--- src/rtl/arb_pkg.sv ---
package arb_pkg;

    typedef enum logic {
        RAIL_POS = 1'b0,
        RAIL_NEG = 1'b1
    } rail_e;

    typedef enum logic {
        PICK_MAX = 1'b0,
        PICK_MIN = 1'b1
    } pick_e;

    // True when the left operand should win a comparison node; equality keeps
    // the left (lower-index) side.
    function automatic logic keep_left(input pick_e mode, input longint a, input longint b);
        return (mode == PICK_MAX) ? (a >= b) : (a <= b);
    endfunction

endpackage

--- src/rtl/arb_extreme_tree.sv ---
module arb_extreme_tree
    import arb_pkg::*;
#(
    parameter int    N    = 3,
    parameter int    DW   = 16,
    parameter int    IW   = 2,
    parameter pick_e PICK = PICK_MAX
) (
    input  logic                 clk,
    input  logic                 rst,
    input  logic [N*DW-1:0]      cur,
    output logic                 ext_vld,
    output logic signed [DW-1:0] ext_val,
    output logic [IW-1:0]        ext_idx
);
    localparam int LV    = (N > 1) ? $clog2(N) : 1;
    localparam int P     = 1 << LV;
    localparam int NODES = 2 * P - 1;

    typedef struct packed {
        logic                 ok;
        logic signed [DW-1:0] val;
        logic [IW-1:0]        idx;
    } node_t;

    node_t nd [NODES];

    function automatic node_t merge(input node_t a, input node_t b);
        if (!b.ok) return a;
        if (!a.ok) return b;
        return keep_left(PICK, longint'(a.val), longint'(b.val)) ? a : b;
    endfunction

    genvar k;
    generate
        for (k = 0; k < P; k++) begin : g_leaf
            if (k < N) begin : g_real
                assign nd[P-1+k] = '{ok: 1'b1, val: $signed(cur[k*DW +: DW]), idx: IW'(k)};
            end else begin : g_pad
                assign nd[P-1+k] = '{ok: 1'b0, val: '0, idx: '0};
            end
        end
        for (k = 0; k < P - 1; k++) begin : g_node
            assign nd[k] = merge(nd[2*k+1], nd[2*k+2]);
        end
    endgenerate

    always_ff @(posedge clk) begin
        if (rst) begin
            ext_vld <= 1'b0;
            ext_val <= '0;
            ext_idx <= '0;
        end else begin
            ext_vld <= nd[0].ok;
            ext_val <= nd[0].val;
            ext_idx <= nd[0].idx;
        end
    end

endmodule

--- src/rtl/arb_grant_hold.sv ---
module arb_grant_hold #(
    parameter int N  = 3,
    parameter int IW = 2
) (
    input  logic          clk,
    input  logic          rst,
    input  logic          sel_vld,
    input  logic [IW-1:0] sel_idx,
    input  logic [N-1:0]  req,
    input  logic [N-1:0]  ack,
    output logic [N-1:0]  grant
);
    logic sel_req;

    always_comb begin
        sel_req = 1'b0;
        for (int k = 0; k < N; k++) begin
            if (sel_idx == IW'(k)) sel_req = req[k];
        end
    end

    always_ff @(posedge clk) begin
        if (rst) begin
            grant <= '0;
        end else if (|grant) begin
            if (|(grant & ack)) grant <= '0;
        end else if (sel_vld && sel_req) begin
            for (int k = 0; k < N; k++) begin
                grant[k] <= (sel_idx == IW'(k));
            end
        end
    end

endmodule

--- src/rtl/arb_clamp_detect.sv ---
module arb_clamp_detect
    import arb_pkg::*;
#(
    parameter int    N    = 3,
    parameter int    DW   = 16,
    parameter int    ZK   = 4,
    parameter rail_e RAIL = RAIL_POS
) (
    input  logic                 clk,
    input  logic                 rst,
    input  logic                 sample_vld,
    input  logic                 ext_vld,
    input  logic signed [DW-1:0] i_ext,
    input  logic signed [DW-1:0] v_out,
    input  logic signed [DW-1:0] v_sup,
    input  logic signed [DW-1:0] i_thr,
    input  logic signed [DW-1:0] i_out,
    input  logic signed [DW-1:0] i_set,
    output logic                 clamp
);
    localparam int BW = 2 * DW + 8;
    localparam logic signed [BW-1:0] TWO_N = BW'(2 * N);
    localparam logic signed [BW-1:0] KZ    = BW'(ZK);

    logic signed [BW-1:0] vo, vs, th, ie, margin;
    logic bound, leave, hit;

    assign vo = {{(BW-DW){v_out[DW-1]}}, v_out};
    assign vs = {{(BW-DW){v_sup[DW-1]}}, v_sup};
    assign th = {{(BW-DW){i_thr[DW-1]}}, i_thr};
    assign ie = {{(BW-DW){i_ext[DW-1]}}, i_ext};

    generate
        if (RAIL == RAIL_POS) begin : g_pos
            assign margin = TWO_N * (vo - vs) - KZ * (th - ie);
            assign leave  = (i_out >= i_set);
        end else begin : g_neg
            assign margin = TWO_N * (-vo - vs) - KZ * (th + ie);
            assign leave  = (i_out <= i_set);
        end
    endgenerate

    assign bound = ext_vld && (margin[BW-1] || (margin == '0));

    always_ff @(posedge clk) begin
        if (rst) begin
            clamp <= 1'b0;
            hit   <= 1'b0;
        end else begin
            if (sample_vld) hit <= bound;
            if (leave) clamp <= 1'b0;
            else if (sample_vld && bound && hit) clamp <= 1'b1;
        end
    end

endmodule

--- src/rtl/clamp_interleave_arbiter.sv ---
module clamp_interleave_arbiter
    import arb_pkg::*;
#(
    parameter int N  = 3,
    parameter int DW = 16,
    parameter int ZK = 4
) (
    input  logic                   clk,
    input  logic                   rst,
    input  logic [N*DW-1:0]        leg_cur,
    input  logic [N-1:0]           hi_req,
    input  logic [N-1:0]           lo_req,
    input  logic [N-1:0]           hi_ack,
    input  logic [N-1:0]           lo_ack,
    input  logic                   sample_vld,
    input  logic signed [DW-1:0]   v_out,
    input  logic signed [DW-1:0]   v_sup,
    input  logic signed [DW-1:0]   i_thr,
    input  logic signed [DW-1:0]   i_out,
    input  logic signed [DW-1:0]   i_set,
    output logic [N-1:0]           hi_grant,
    output logic [N-1:0]           lo_grant,
    output logic                   clamp_pos,
    output logic                   clamp_neg,
    output logic signed [DW+1:0]   hi_lvl,
    output logic signed [DW+1:0]   lo_lvl
);
    localparam int IW = (N > 1) ? $clog2(N) : 1;
    localparam int LW = DW + 2;
    localparam logic signed [LW-1:0] NS = LW'(N);

    logic                 max_vld, min_vld;
    logic signed [DW-1:0] max_val, min_val;
    logic [IW-1:0]        max_idx, min_idx;

    arb_extreme_tree #(.N(N), .DW(DW), .IW(IW), .PICK(PICK_MAX)) u_max (
        .clk(clk), .rst(rst), .cur(leg_cur),
        .ext_vld(max_vld), .ext_val(max_val), .ext_idx(max_idx)
    );

    arb_extreme_tree #(.N(N), .DW(DW), .IW(IW), .PICK(PICK_MIN)) u_min (
        .clk(clk), .rst(rst), .cur(leg_cur),
        .ext_vld(min_vld), .ext_val(min_val), .ext_idx(min_idx)
    );

    arb_grant_hold #(.N(N), .IW(IW)) u_hi (
        .clk(clk), .rst(rst), .sel_vld(max_vld), .sel_idx(max_idx),
        .req(hi_req), .ack(hi_ack), .grant(hi_grant)
    );

    arb_grant_hold #(.N(N), .IW(IW)) u_lo (
        .clk(clk), .rst(rst), .sel_vld(min_vld), .sel_idx(min_idx),
        .req(lo_req), .ack(lo_ack), .grant(lo_grant)
    );

    arb_clamp_detect #(.N(N), .DW(DW), .ZK(ZK), .RAIL(RAIL_POS)) u_cpos (
        .clk(clk), .rst(rst), .sample_vld(sample_vld), .ext_vld(max_vld),
        .i_ext(max_val), .v_out(v_out), .v_sup(v_sup), .i_thr(i_thr),
        .i_out(i_out), .i_set(i_set), .clamp(clamp_pos)
    );

    arb_clamp_detect #(.N(N), .DW(DW), .ZK(ZK), .RAIL(RAIL_NEG)) u_cneg (
        .clk(clk), .rst(rst), .sample_vld(sample_vld), .ext_vld(min_vld),
        .i_ext(min_val), .v_out(v_out), .v_sup(v_sup), .i_thr(i_thr),
        .i_out(i_out), .i_set(i_set), .clamp(clamp_neg)
    );

    // Turn-off level computation
    logic signed [LW-1:0] set_x, out_x, thr_x, out_share;

    assign set_x     = {{2{i_set[DW-1]}}, i_set};
    assign out_x     = {{2{i_out[DW-1]}}, i_out};
    assign thr_x     = {{2{i_thr[DW-1]}}, i_thr};
    assign out_share = (out_x + out_x) / NS;

    always_comb begin
        if (clamp_pos && (i_out < i_set) && (i_set < 0))
            lo_lvl = out_share - thr_x;
        else if (i_set >= 0)
            lo_lvl = -thr_x;
        else
            lo_lvl = set_x + set_x - thr_x;

        if (clamp_neg && (i_out > i_set) && (i_set > 0))
            hi_lvl = out_share + thr_x;
        else if (i_set >= 0)
            hi_lvl = set_x + set_x + thr_x;
        else
            hi_lvl = thr_x;
    end

endmodule

--- config.mk ---
export PLATFORM = sky130hd
export DESIGN_NAME = clamp_interleave_arbiter
export DESIGN_NICKNAME = d
export VERILOG_FILES = /design/src/rtl/arb_pkg.sv /design/src/rtl/arb_extreme_tree.sv /design/src/rtl/arb_grant_hold.sv /design/src/rtl/arb_clamp_detect.sv /design/src/rtl/clamp_interleave_arbiter.sv
export SDC_FILE = /design/constraint.sdc
export NUM_CORES = 1
export LEC_CHECK = 0
export BUFFER_PORTS_ARGS = -buffer_cell sky130_fd_sc_hd__buf_2
export CAP_MARGIN = 0
export CELL_PAD_IN_SITES_DETAIL_PLACEMENT = 1
export CELL_PAD_IN_SITES_GLOBAL_PLACEMENT = 2
export CORE_UTILIZATION = 35
export CTS_CLUSTER_DIAMETER = 50
export DETAILED_ROUTE_END_ITERATION = 8
export GPL_ROUTABILITY_DRIVEN = 0
export PLACE_DENSITY_LB_ADDON = 0.1
export SLEW_MARGIN = 20
export SYNTH_ARGS = -nofsm -noshare
export SYNTH_HDL_FRONTEND = slang
export SYNTH_SLANG_ARGS = --single-unit
--- constraint.sdc ---
create_clock -name clk -period 21.3 [get_ports clk]
set_input_delay 4.26 -clock clk [delete_from_list [all_inputs] [get_ports clk]]
set_output_delay 4.26 -clock clk [all_outputs]
set_load 0.01 [all_outputs]
Yosys cells after proc, flatten, opt, wreduce, memory -nomap -nowiden
Index checks and enable logic that the tools add are counted.

operators by class
  reductions and logical operators = 30
  $lt $le $gt $ge = 11
  multiply operators = 2
  bitwise operators = 6
  mux-type cells = 22
  $add $sub $neg = 14
  eq/ne operators = 6
  divide/modulo/power cells = 1

operators by type and width
  kind                     count
  $mux W18                 10
  $logic_not A40 Y1        2
  $mul A3 B40 Y39 const A  2
  $sub A40 B40 Y40         2
  $add A16 B16 Y17         3
  $ge A16 B16 Y1           3
  $le A16 B16 Y1           3
  $neg A16 Y40             1
  $sub A40 B16 Y40         1
  $sub A16 B16 Y17         2
  $add A17 B16 Y18         1
  $add A18 B16 Y18         1
  $div A18 B3 Y18 const B  1
  $mux W3                  6
  $neg A16 Y18             1
  $reduce_or A3 Y1         6
  $sub A17 B16 Y18         1
  $sub A18 B16 Y18         1
  $ge A16 B1 Y1 const B    1
  $gt A16 B1 Y1 const B    1
  $gt A16 B16 Y1           1
  $lt A16 B1 Y1 const B    1
  $lt A16 B16 Y1           1
  $logic_and A1 B1 Y1      12
  12 further kinds         28

storage, ports and cells
  output and inout bits = 44
  bits of input ports = 143
  register bits = 48
  word-level logic and storage cells = 106

Logic depth before layout (Yosys ltp)
Gate-level depths: netlist of run 1.

  depth in word-level cells = 9
  depth in mapped cells = 52
  mapped depth without buffers = 49

Cells and area by module
From an unflattened synthesis of run 1, not the netlist that was laid out.

unflattened totals
  cell total of the unflattened synthesis = 3059
  area, all modules = 22023.6 um2

modules (own cells, without submodules)
  module                     cells each  area an instance (um2)  instances
  arb_clamp_detect (u_cneg)  967         7025.5                  1
  clamp_interleave_arbiter   997         6636.4                  1
  arb_clamp_detect (u_cpos)  549         3951.3                  1
  arb_extreme_tree (u_min)   279         2049.5                  1
  arb_extreme_tree (u_max)   227         2040.7                  1
  arb_grant_hold             20          160.2                   2

Worst setup path before layout of run 1
No wires, ideal clock.

  kind = input port to output port
  start point = input port i_out[2]
  end point = output port hi_lvl[16]
  setup slack = 3673 ps
  path buffers = 3
  stages = 50
  arrival time = 13367 ps
  path through = buf_6 > or4_4 > o41ai_4 > and2_1 > buf_4 > a31oi_1 > o2111a_1 > or2_1 > buf_6 > a41oi_2 > a21oi_2 > a31o_1 > a2111oi_4 > a211oi_1 > or2_4 > a211oi_4 > o21ai_0 > and2_1 > (+14 left out) > nor2_1 > nor2_1 > o21ai_0 > a21oi_1 > o21ai_0 > a21oi_1 > o21bai_1 > a21oi_1 > o21bai_1 > a21oi_1 > o21bai_1 > a21oi_1 > o21bai_1 > a21oi_1 > nor2_1 > nor2_1 > xnor2_1 > a222oi_1

between the ends
  word-level cells in the longest chain between the ends = 4

ends and longest elaborated chain
  item                                                     line                                                            source
  start, declared                                          clamp_interleave_arbiter.sv:19                                  input logic signed [DW-1:0] i_out,
  $add A16 B16 Y17 or $gt A16 B16 Y1 (tied branches)       clamp_interleave_arbiter.sv:74, clamp_interleave_arbiter.sv:84
  $div A18 B3 Y18 or $logic_and A1 B1 Y1 (tied branches)   clamp_interleave_arbiter.sv:74, clamp_interleave_arbiter.sv:84
  $add A18 B16 Y18 or $logic_and A1 B1 Y1 (tied branches)  clamp_interleave_arbiter.sv:85, clamp_interleave_arbiter.sv:84
  $mux W18 (*)                                             clamp_interleave_arbiter.sv:84                                  if (clamp_neg && (i_out > i_set) && (i_set > 0))
  end, declared                                            clamp_interleave_arbiter.sv:25                                  output logic signed [DW+1:0] hi_lvl,

Mark *: on every way between the ends. The rest lies on a longest branch, timed or not.

Final worst setup path of run 1
  start point = input port i_out[15]
  end point = output port lo_lvl[17]

between the ends
  word-level cells in the longest chain between the ends = 4

ends and longest elaborated chain
  item                                                     line                                                            source
  $add A16 B16 Y17 or $lt A16 B16 Y1 (tied branches)       clamp_interleave_arbiter.sv:74, clamp_interleave_arbiter.sv:77
  $div A18 B3 Y18 or $logic_and A1 B1 Y1 (tied branches)   clamp_interleave_arbiter.sv:74, clamp_interleave_arbiter.sv:77
  $sub A18 B16 Y18 or $logic_and A1 B1 Y1 (tied branches)  clamp_interleave_arbiter.sv:78, clamp_interleave_arbiter.sv:77
  $mux W18 (*)                                             clamp_interleave_arbiter.sv:77                                  if (clamp_pos && (i_out < i_set) && (i_set < 0))
  end, declared                                            clamp_interleave_arbiter.sv:26                                  output logic signed [DW+1:0] lo_lvl

Marks and branches as above.

==> flow_summary.toml, run 1 <==
[timing]
setup_viol = 0
setup_slack_ns = 1.09
hold_viol = 0
drv_slew = 0
timing.final.crit_share_pct = 94.9
setup_tns_ns = 0
timing.hold.ws_ns = 0.476
min_period_ns = 20.21
slew_headroom_pct = 19.5
rsz0062_at_grt = "no"
fmax_mhz = 49.5
skew_ns = 0.00459
worst_slew_pin_slew_ns = 1.19

[global_route]
grt_pass1_wl_um = 120000
track_usage_pct = 26.3
grt_pass1_vias = 21552
grt.overflow.total = 0
grt_antenna_before_repair = 2
grt_max_degree = 48

[clocking]
insertion_delay_ns = 0.30
clkTransAtPathRegs_ns = 0.07
cts_resized = 0
htree_levels = 2
cts_setup_buffers = 0
clockRootBuffer = "clkbuf_16"
clk_path_buf_depth = 2
cts_buffers = 5
hold_buffers = 0
cts.sinks = 47
cts_tree = "built"

[logic_synthesis]
yosys-top-cells-area = "ha_1, a21oi_1, xnor2_1"
synth_cell_types = 95
syn_area_um2 = 19800
async_flop_share_pct = 0
synth_commonest_cells = "ha_1, a21oi_1, inv_1, nor2_1, o21ai_0"
synth-main-ff-cell = "dfxtp_1"
syn_inst = 2818
seq_area_frac_synth_pct = 4.74
synth_seq_cells = 47
yosysTopAreaCell = "ha_1"
synth-edff-count = 0
syn_area_per_cell_um2 = 7.04
synth_top_area_share_pct = 25.0
yosys_warnings = 0
syn-num-nets = 3370
yosysMostFrequentCell = "ha_1"

[drt]
ant_nets = 0
drt_iter0_drc = 1041
drc_errors = 0
wl_per_cell_um = 20.8
vias = 21227
firstDrtPassIters = 6
avgViaCountPerCell = 5.74
wl_um = 77100

[die]
pin_count = 187
die_h_um = 240
initial_core_util_pct = 35.7
rows = 86
die_area_um2 = 57700
coreArea_um2 = 55500
fp.dieW_um = 240

[finish]
drive_gt1_share_pct = 10.1
nets = 3503
final_util_pct = 39.2
fin_area_um2 = 21800
syn_to_final_growth_pct = 9.68
n_antenna_cell = 0

[critical_path]
worst-path-max-fanout = 33
crit_arrival_ns = 15.95
crit_type = "input pin to output pin"
critPathCaptureType = "output pin"
worstSetupStartpointType = "input pin"
worstPathRequired_ns = 17.04
slowest_delay_ns = 0.55
slowest_stage = "buf_2"

[power]
p_per_area_nw_per_um2 = 128
vdd.ir_drop.worst_v = 0.0000626
p_leak_nw = 10.1

[placed_design]
placed_area_um2 = 21600
dp_slack_ns = 1.34
port_buffers = 186
dpl.hpwl_um = 65400

[hold_path]
hp-class = "register to register"

[job]
max_cap_violations = 0

[run_status]
status = "finished, final reports clean"
[kinds of logic (layout without fill, tap and decap cells)]
group	after synthesis	after routing	share of synthesized area (%)
AND/OR/NAND/NOR	840	840	20.7
AO/OA/AOI/OAI	890	890	29.1
buffers and inverters	372	506	7.16
XOR/XNOR	210	210	9.40
multiplexers	49	49	2.68
flip-flops	47	47	4.74
adder cells (fa/ha/maj)	410	410	26.3
[final timing paths]
kind              cells after the start            to  slack (ns)             start
setup / recovery                     48    lo_lvl[17]        1.09         i_out[15]
hold / removal                        2    u_cneg.hit        0.48        u_cneg.hit
setup reg to reg                     30  u_cneg.clamp       13.07  u_min.ext_val[0]
hold reg to reg                       2    u_cneg.hit        0.48        u_cneg.hit
[flip-flops by register name (all words and copies together) (netlist names), 2 cells and up]
name           count
u_max.ext_val     16
u_min.ext_val     16
u_hi.grant         3
u_lo.grant         3
u_max.ext_idx      2
u_min.ext_idx      2
[cells in the final DEF (no fill, tap or decap), types with 16 or more instances in the layout]
cell,count
mux2i_1,16
or2_2,16
buf_2,186
o31ai_1,16
a21oi_1,289
nor3_1,69
a21boi_0,17
inv_1,289
o21ai_0,185
nand4_1,27
a211oi_1,42
mux2_2,33
xor2_1,57
nand2b_1,47
dfxtp_1,47
a31oi_1,21
o21bai_1,59
nor2_1,275
nand3_1,58
a21o_1,40
buf_4,22
nor4_1,26
and2_1,24
o21a_1,37
ha_1,397
or3_1,27
nand2_1,164
xnor2_1,150
nor2b_1,49
o211ai_1,20
[area by class of cell]
type / instances / area [um2]
Sequential cell: 47 / 941
Multi-Input combinational cell: 2399 / 17500
Inverter: 290 / 1090
Tap cell: 748 / 936
Clock buffer: 5 / 125
Clock inverter: 3 / 71.3
Timing Repair Buffer: 208 / 1100
Fill cell: 7155 / 33800
[where the power goes]
group          switching [mW]  total (mW)  internal (mW)
combinational            1.57        2.58           1.01
clock                  0.0365       0.105         0.0681
sequential            0.00813       0.108         0.0995
total                    1.61        2.79           1.18
[stage by stage]
| stage | total power, mW | cells |
|---|---|---|
| 2_1_floorplan | 1.98 | 2818 |
| 5_1_grt | 3.07 | 3700 |
| 3_5_place_dp | 2.65 | 3692 |
| 4_1_cts | 2.77 | 3700 |
| 6_report | 2.79 | 3700 |
| 3_3_place_gp | 2.58 | 3692 |
[layer usage]
metal	vias to the layer above	part of all wire [%]	global-route usage, %	wire length, um
met5	-	0.029	0	22
met4	4	1.8	5.06	1420
met3	75	4.5	2.59	3460
met2	415	46	44.6	35800
met1	10306	47	35.9	36400
li1	10427	-	-	-
[critical path: cells and delay by family]
kind	cells	cell delay, ns
AOI/OAI and AO/OA	30	6.89
xor gates and xnor gates	3	0.59
adders and majority gates	3	1.00
buffers and inverters	6	1.33
muxes	1	0.30
and+or+nand+nor	5	1.52
No activity file was read; power rests on OpenSTA's default activity.
==> run 2: changes to the inputs <==
Settings changed: PLACE_DENSITY from default to 0.82, PLACE_DENSITY_LB_ADDON 0.1 to default.
==> run 2 against run 1 <==
Worst hold slack lost 0.0089 ns. Via count about the same. Register-to-register slack got worse by 0.05 ns. Setup slack got worse by 0.015 ns. Utilization is essentially flat. First-iteration DRC count grew 0.96%. Sequential share of layout area about the same. Largest cell class unchanged.
==> flow_summary.toml, run 2 (synthesized netlist as in run 1, its figures left out) <==
[finish]
fin_area_um2 = 21700
drive_gt1_share_pct = 10.2
nets = 3501
syn_to_final_growth_pct = 9.54
top_regs = "u_max.ext_val: 16 flops, u_min.ext_val: 16 flops"
final_cell_mix = "ha_1, inv_1, a21oi_1"
n_antenna_cell = 0
layout_commonest_cell = "ha_1"
fin_cells = 3698

[critical_path]
crit_type = "input pin to output pin"
rr_worst_depth = 29
crit_top_cell = "o21ai_0"
critPathCaptureType = "output pin"
worstSetupStartpointType = "input pin"
slowest_delay_ns = 0.68
worstPathRequired_ns = 17.04
crit_arrival_ns = 15.96
slowest_stage = "o21ai_2"
worst-path-max-fanout = 18

[global_route]
grt_antenna_before_repair = 1
track_usage_pct = 25.1
grt_pass1_wl_um = 117000
grt.overflow.total = 0
grt_max_degree = 48
grt_pass1_vias = 21749

[power]
vdd.ir_drop.worst_v = 0.0000530
p_leak_nw = 10.1
p_per_area_nw_per_um2 = 126

[timing]
timing.final.crit_share_pct = 94.9
setup_slack_ns = 1.08
skew_ns = 0.00558
min_period_ns = 20.22
setup_viol = 0
drv_slew = 0
setup_tns_ns = 0
fmax_mhz = 49.4
worst_slew_pin_slew_ns = 1.12
slew_headroom_pct = 24.5
hold_viol = 0
rsz0062_at_grt = "no"

[drt]
vias = 21219
wl_um = 74000
wl_met1_um = 35100
drc_errors = 0
wl_per_cell_um = 20.0
firstDrtPassIters = 7
routed.top_layer = "met5"
avgViaCountPerCell = 5.74
drt_iter0_drc = 1051
dr_wl_met2_um = 35500
ant_nets = 0
dr_wl_met3_um = 2210

[hold_path]
hp-class = "register to register"
whs_path_depth = 2

[die]
die_h_um = 240
fp.dieW_um = 240
initial_core_util_pct = 35.7
rows = 86
pin_count = 187
die_area_um2 = 57700
coreArea_um2 = 55500

[clocking]
cts.sinks = 47
clockRootBuffer = "clkbuf_16"
cts_tree = "built"
cts_buffers = 5
clkTransAtPathRegs_ns = 0.07
clk_path_buf_depth = 2
insertion_delay_ns = 0.29
cts_setup_buffers = 0
htree_levels = 2

[placed_design]
placed_area_um2 = 21600
port_buffers = 186
dpl.hpwl_um = 63200
placed_cells = 3690
dp_slack_ns = 1.08

[run_status]
status = "finished, final reports clean"

[job]
max_cap_violations = 0
run 2: path summary, 6_finish.rpt:
| check | from | endpoint | slack, ns |
|---|---|---|---|
| worst max-delay path | i_out[0] | lo_lvl[17] | 1.08 |
| worst min-delay path | u_cpos.hit | u_cpos.clamp | 0.47 |
| worst max register to register | u_min.ext_val[0] | u_cneg.clamp | 13.02 |
| worst min register to register | u_cpos.hit | u_cpos.clamp | 0.47 |
run 2: worst max-delay path: cells and delay by family:
family	cells	cell delay, ns
AOI/OAI and AO/OA	30	7.35
muxes	1	0.32
buffers and inverters	5	0.70
xor gates and xnor gates	2	0.43
adders and majority gates	4	1.43
and+or+nand+nor	5	1.43
run 2: final cells by class:
type | instances | area (um2)
inverters | 290 | 1090
clock inverters | 3 | 43.8
well taps | 748 | 936
multi-input cells | 2399 | 17500
fillers | 7216 | 33800
repair buffers | 206 | 1080
clock buffers | 5 | 125
flip-flops and latches | 47 | 941
run 2: stage by stage:
stage	hold slack [ns]	total power, mW	util, %
2_1_floorplan	0.436	1.98	-
3_5_place_dp	0.454	2.62	38.8
5_1_grt	0.492	3.03	39.2
3_3_place_gp	0.451	2.53	38.8
6_report	0.467	2.75	39.2
4_1_cts	0.468	2.73	39.1
run 2: where the power goes:
group	leakage, nW	internal [mW]	switching, mW
Clock	0.0838	0.0554	0.0353
Combinational	9.59	1.01	1.54
Sequential	0.389	0.0994	0.00670
Total	10.1	1.16	1.58
run 2: per-layer routing:
metal / vias up / GRT usage (%)
li1: 10413 / -
met1: 10357 / 33.8
met2: 379 / 44.5
met3: 68 / 0.907
met4: 2 / 4.27
met5: - / 0
run 2: timing repair:
item,4_1_cts,5_1_grt
resized for setup,0,1
hold buffers,0,0
setup endpoints to repair,0,1
